$ cat src/rtl/io_dec_pkg.sv
package io_dec_pkg;

  typedef enum logic [1:0] {
    BS_INTERNAL = 2'b00,
    BS_PROGRAM  = 2'b01,
    BS_DATA     = 2'b10,
    BS_FETCH    = 2'b11
  } bus_state_t;

endpackage

$ cat src/rtl/io_state_qual.sv
module io_state_qual
  import io_dec_pkg::*;
(
  input  logic [1:0] state_code,
  input  logic       phase_hi,
  output logic       access_ok
);
  bus_state_t st;

  always_comb begin
    st        = bus_state_t'(state_code);
    access_ok = phase_hi && (st == BS_DATA);
  end

  always_comb begin
    if (access_ok) begin
      AST_QUAL_ONLY_DATA: assert (state_code[1] && !state_code[0]);
    end
  end
endmodule

$ cat src/rtl/io_page_match.sv
module io_page_match #(
  parameter int          ADDR_W    = 16,
  parameter int          PAGE_LSB  = 8,
  parameter logic [15:0] PAGE_BASE = 16'hD000
) (
  input  logic [ADDR_W-1:0] addr,
  output logic              in_page
);
  localparam int PAGE_W = ADDR_W - PAGE_LSB;
  localparam logic [PAGE_W-1:0] PAGE_TAG = PAGE_BASE[ADDR_W-1:PAGE_LSB];

  always_comb in_page = (addr[ADDR_W-1:PAGE_LSB] == PAGE_TAG);
endmodule

$ cat src/rtl/io_slot_decode.sv
module io_slot_decode #(
  parameter int SLOT_BITS = 3
) (
  input  logic                    enable,
  input  logic [SLOT_BITS-1:0]    slot,
  output logic [(1<<SLOT_BITS)-1:0] sel_n
);
  localparam int NUM_SLOTS = 1 << SLOT_BITS;

  for (genvar g = 0; g < NUM_SLOTS; g++) begin : g_slot
    assign sel_n[g] = ~(enable && (slot == SLOT_BITS'(g)));
  end

  always_comb begin
    AST_ONE_HOT_LOW: assert ($onehot0(~sel_n));
  end
endmodule

$ cat src/rtl/io_bus_decoder.sv
module io_bus_decoder
  import io_dec_pkg::*;
#(
  parameter int          ADDR_W    = 16,
  parameter int          SLOT_BITS = 3,
  parameter int          SPAN_BITS = 5,
  parameter logic [15:0] PAGE_BASE = 16'hD000
) (
  input  logic                       [ADDR_W-1:0] bus_addr,
  input  logic                       [1:0]        bus_state,
  input  logic                                    phase_hi,
  input  logic                                    rd_wr,
  output logic [(1<<SLOT_BITS)-1:0]               dev_sel_n
);
  localparam int NUM_SLOTS = 1 << SLOT_BITS;
  localparam int PAGE_LSB  = SLOT_BITS + SPAN_BITS;

  logic access_ok;
  logic in_page;

  io_state_qual u_qual (
    .state_code (bus_state),
    .phase_hi   (phase_hi),
    .access_ok  (access_ok)
  );

  io_page_match #(
    .ADDR_W    (ADDR_W),
    .PAGE_LSB  (PAGE_LSB),
    .PAGE_BASE (PAGE_BASE)
  ) u_page (
    .addr    (bus_addr),
    .in_page (in_page)
  );

  io_slot_decode #(
    .SLOT_BITS (SLOT_BITS)
  ) u_slot (
    .enable (access_ok && in_page),
    .slot   (bus_addr[PAGE_LSB-1:SPAN_BITS]),
    .sel_n  (dev_sel_n)
  );

  always_comb begin
    if (bus_state == BS_INTERNAL) begin
      AST_NO_SEL_INTERNAL: assert (&dev_sel_n);
    end
    if (bus_state == BS_PROGRAM || bus_state == BS_FETCH) begin
      AST_NO_SEL_FETCH: assert (&dev_sel_n);
    end
    if (!phase_hi) begin
      AST_NO_SEL_PHASE_LOW: assert (&dev_sel_n);
    end
    if (!in_page) begin
      AST_NO_SEL_OFF_PAGE: assert (&dev_sel_n);
    end
    if (!(&dev_sel_n)) begin
      AST_SEL_NEEDS_ALL: assert (bus_state == BS_DATA && phase_hi && in_page
                                 && (rd_wr || !rd_wr));
    end
    if (bus_state == BS_DATA && phase_hi && in_page) begin
      AST_SEL_SLOT_MATCH: assert (!dev_sel_n[bus_addr[PAGE_LSB-1:SPAN_BITS]]);
    end
  end

  if (NUM_SLOTS < 2) begin : g_bad_cfg
    $error("io_bus_decoder needs at least two slots");
  end
endmodule

$ cat config.mk
export PLATFORM = sky130hd
export DESIGN_NAME = io_bus_decoder
export DESIGN_NICKNAME = d
export VERILOG_FILES = /design/src/rtl/io_dec_pkg.sv /design/src/rtl/io_state_qual.sv /design/src/rtl/io_page_match.sv /design/src/rtl/io_slot_decode.sv /design/src/rtl/io_bus_decoder.sv
export SDC_FILE = /design/constraint.sdc
export NUM_CORES = 1
export LEC_CHECK = 0
export ABC_AREA = 1
export CELL_PAD_IN_SITES_DETAIL_PLACEMENT = 1
export CELL_PAD_IN_SITES_GLOBAL_PLACEMENT = 1
export CORE_AREA = 2 2 39 41
export DETAILED_ROUTE_END_ITERATION = 7
export DIE_AREA = 0 0 41 43
export DONT_BUFFER_PORTS = 1
export GPL_TIMING_DRIVEN = 0
export PLACE_DENSITY = 0.43
export SLEW_MARGIN = 25
export SYNTH_ARGS = -nofsm -noshare
export SYNTH_HDL_FRONTEND = slang
export SYNTH_HIERARCHICAL = 1
export SYNTH_SLANG_ARGS = --single-unit
$ cat constraint.sdc
create_clock -name vclk -period 0.84
set_input_delay 0.042 -clock vclk [all_inputs]
set_output_delay 0.042 -clock vclk [all_outputs]
set_load 0.005 [all_outputs]
==> results.py <==
metrics = {
    "place": {
        "dpl_worst_slack_ps": 57.5,
        "place_congestion": 0.638,
        "place_inst": 48,
        "dpl_cell_area_um2": 150,
        "hpwl_um": 390,
        "io_buffer_count": 0,
    },
    "synthesis": {
        "avgSynthCellArea_um2": 4.07,
        "yosysUniqueCellTypes": 5,
        "yosysSeqAreaShare_pct": 0,
        "synth_area_um2": 130,
        "synth.largest_area_cell": "nand2_1",
        "synth.top_cell.area_share_pct": 43.3,
        "netlist_instances": 32,
        "syn_nets": 52,
        "ys_warn_count": 6,
        "synthTopCellsByArea": "nand2_1, inv_1, nor2_2",
    },
    "grt": {
        "grt_overflow": 0,
        "grt_pass1_wl_um": 614,
        "grt_use_total_pct": 4.80,
        "grt_antenna_before_repair": 0,
        "grt_start_max_net_pins": 5,
        "grt_pass1_vias": 144,
    },
    "finish": {
        "area_growth_syn_to_layout_pct": 36.5,
        "nClkBuffers": 0,
        "layout_common_cells": "nand2_1, nand2_2, nor2_1, inv_1",
        "stdcell_count": 48,
        "seq_area_um2": 0,
        "seq_cells": 0,
        "nets": 54,
        "nFillCells": 187,
        "drive_above_1_share_pct": 43.8,
        "postLayoutCoreUtil_pct": 12.8,
        "layout_commonest_cell": "nand2_1",
        "fin_area_um2": 178,
        "antenna_cells": 0,
    },
    "critical_path": {
        "critPathArrivalTime_ps": 700,
        "path_max_fanout": 4,
        "worstPathRequired_ps": 800,
        "crit_slowest_cell": "nor2_4",
        "crit_family": "simple AND/OR/NAND/NOR gates",
        "endpoint_kind": "output port",
        "start_kind": "input pin",
        "crit_buf_inv": 3,
        "worstPathCellList": "inv_4 > nor2_4 > nand2_2 > nor2_2 > nand2_1 > inv_2 > inv_2 > nor2_4 > nand2_2",
        "crit_path_max_incr_delay_ps": 160,
        "critPathKind": "input pin to output port",
    },
    "drt": {
        "ant_nets": 0,
        "drcViolationCount": 0,
        "vias": 172,
        "routedWlPerCell_um": 8.88,
        "first_iter_violations": 2,
        "via_per_inst": 3.58,
        "wl_um": 426,
        "firstDrtPassIters": 2,
    },
    "floorplan": {
        "die_y_um": 43,
        "core_area_mm2": 0.00138,
        "dieWidth_um": 41,
        "initial_utilization_pct": 9.40,
        "dieArea_mm2": 0.00176,
        "num_rows": 14,
        "boundaryPins": 28,
    },
    "timing": {
        "tightest_slew_ps": 177,
        "fin_ws_ps": 102,
        "rsz0062_at_grt": "false",
        "slew_viol_final": 0,
        "period_minus_slack_ps": 738,
        "timing_hold_violations_final": 0,
        "slew_headroom_pct": 88.2,
        "finalSetupViolations": 0,
        "fmax_ghz": 1.36,
        "period_share_pct": 87.8,
        "tns_ps": 0,
    },
    "pwr": {
        "vdd_ir_drop_max_mv": 0.0312,
        "power_density_mw_per_mm2": 162,
        "p_leak_nw": 0.0766,
    },
    "hold_path": {
        "whs_path_depth": 2,
        "hold_end": "dev_sel_n[1]",
        "worstHoldStart": "bus_addr[7]",
        "hp-class": "input pin to output port",
    },
    "clock_tree": {
        "post_cts_buffers": 0,
        "cts.hold.buffers_added": 0,
    },
    "flow_run": {
        "maxCapViolations": 0,
    },
    "outcome": {
        "status": "finished clean",
    },
}
-- layout make-up --
class / count / area, um^2 / share of cell area (%)
inverter: 8 / 32.5 / 18.3
multi-input combinational: 24 / 125 / 70.4
tap: 16 / 20.0 / 11.3
-- report_power, final --
part	leakage, nW	switching (mW)	internal (mW)	total, mW
sequential	0	0	0	0
clock	0	0	0	0
combinational	0.0766	0.0166	0.0122	0.0288
-- timing repair --
item	CTS	global route
setup endpoints to repair	0	4
gates resized for setup	0	12
hold endpoints to repair	0	0
-- worst max-delay path by stage --
stage | from | to | cells past startpoint
after floorplan | bus_addr[9] | dev_sel_n[0] | 8
after CTS | bus_addr[9] | dev_sel_n[3] | 8
final | bus_addr[12] | dev_sel_n[2] | 9
after detailed placement | bus_addr[9] | dev_sel_n[3] | 8
after global routing | bus_addr[12] | dev_sel_n[0] | 9
after global placement | bus_addr[9] | dev_sel_n[3] | 8
-- metrics by stage --
stage          hold WS, ps  power [mW]
2_1_floorplan          173      0.0200
3_3_place_gp           188      0.0219
3_5_place_dp           183      0.0223
4_1_cts                184      0.0224
5_1_grt                176      0.0338
6_report               165      0.0288
-- synth_stat cells --
library cell / instances
nand2_1: 15
inv_1: 7
nor2_1: 5
nor2_2: 4
inv_2: 1
-- per-layer routing --
metal | vias up | part of all wire, % | GRT usage (%)
li1 | 88 | - | -
met1 | 76 | 26 | 5.70
met2 | 8 | 55 | 8.44
met3 | 0 | 18 | 1.57
met4 | 0 | 0 | 0
met5 | - | 0 | 0
-- cells by family after synthesis --
group / after synthesis / synth area share (%)
simple gates: 24 / 76.9
buf+inv: 8 / 23.1
No activity file was read; power rests on OpenSTA's default activity.
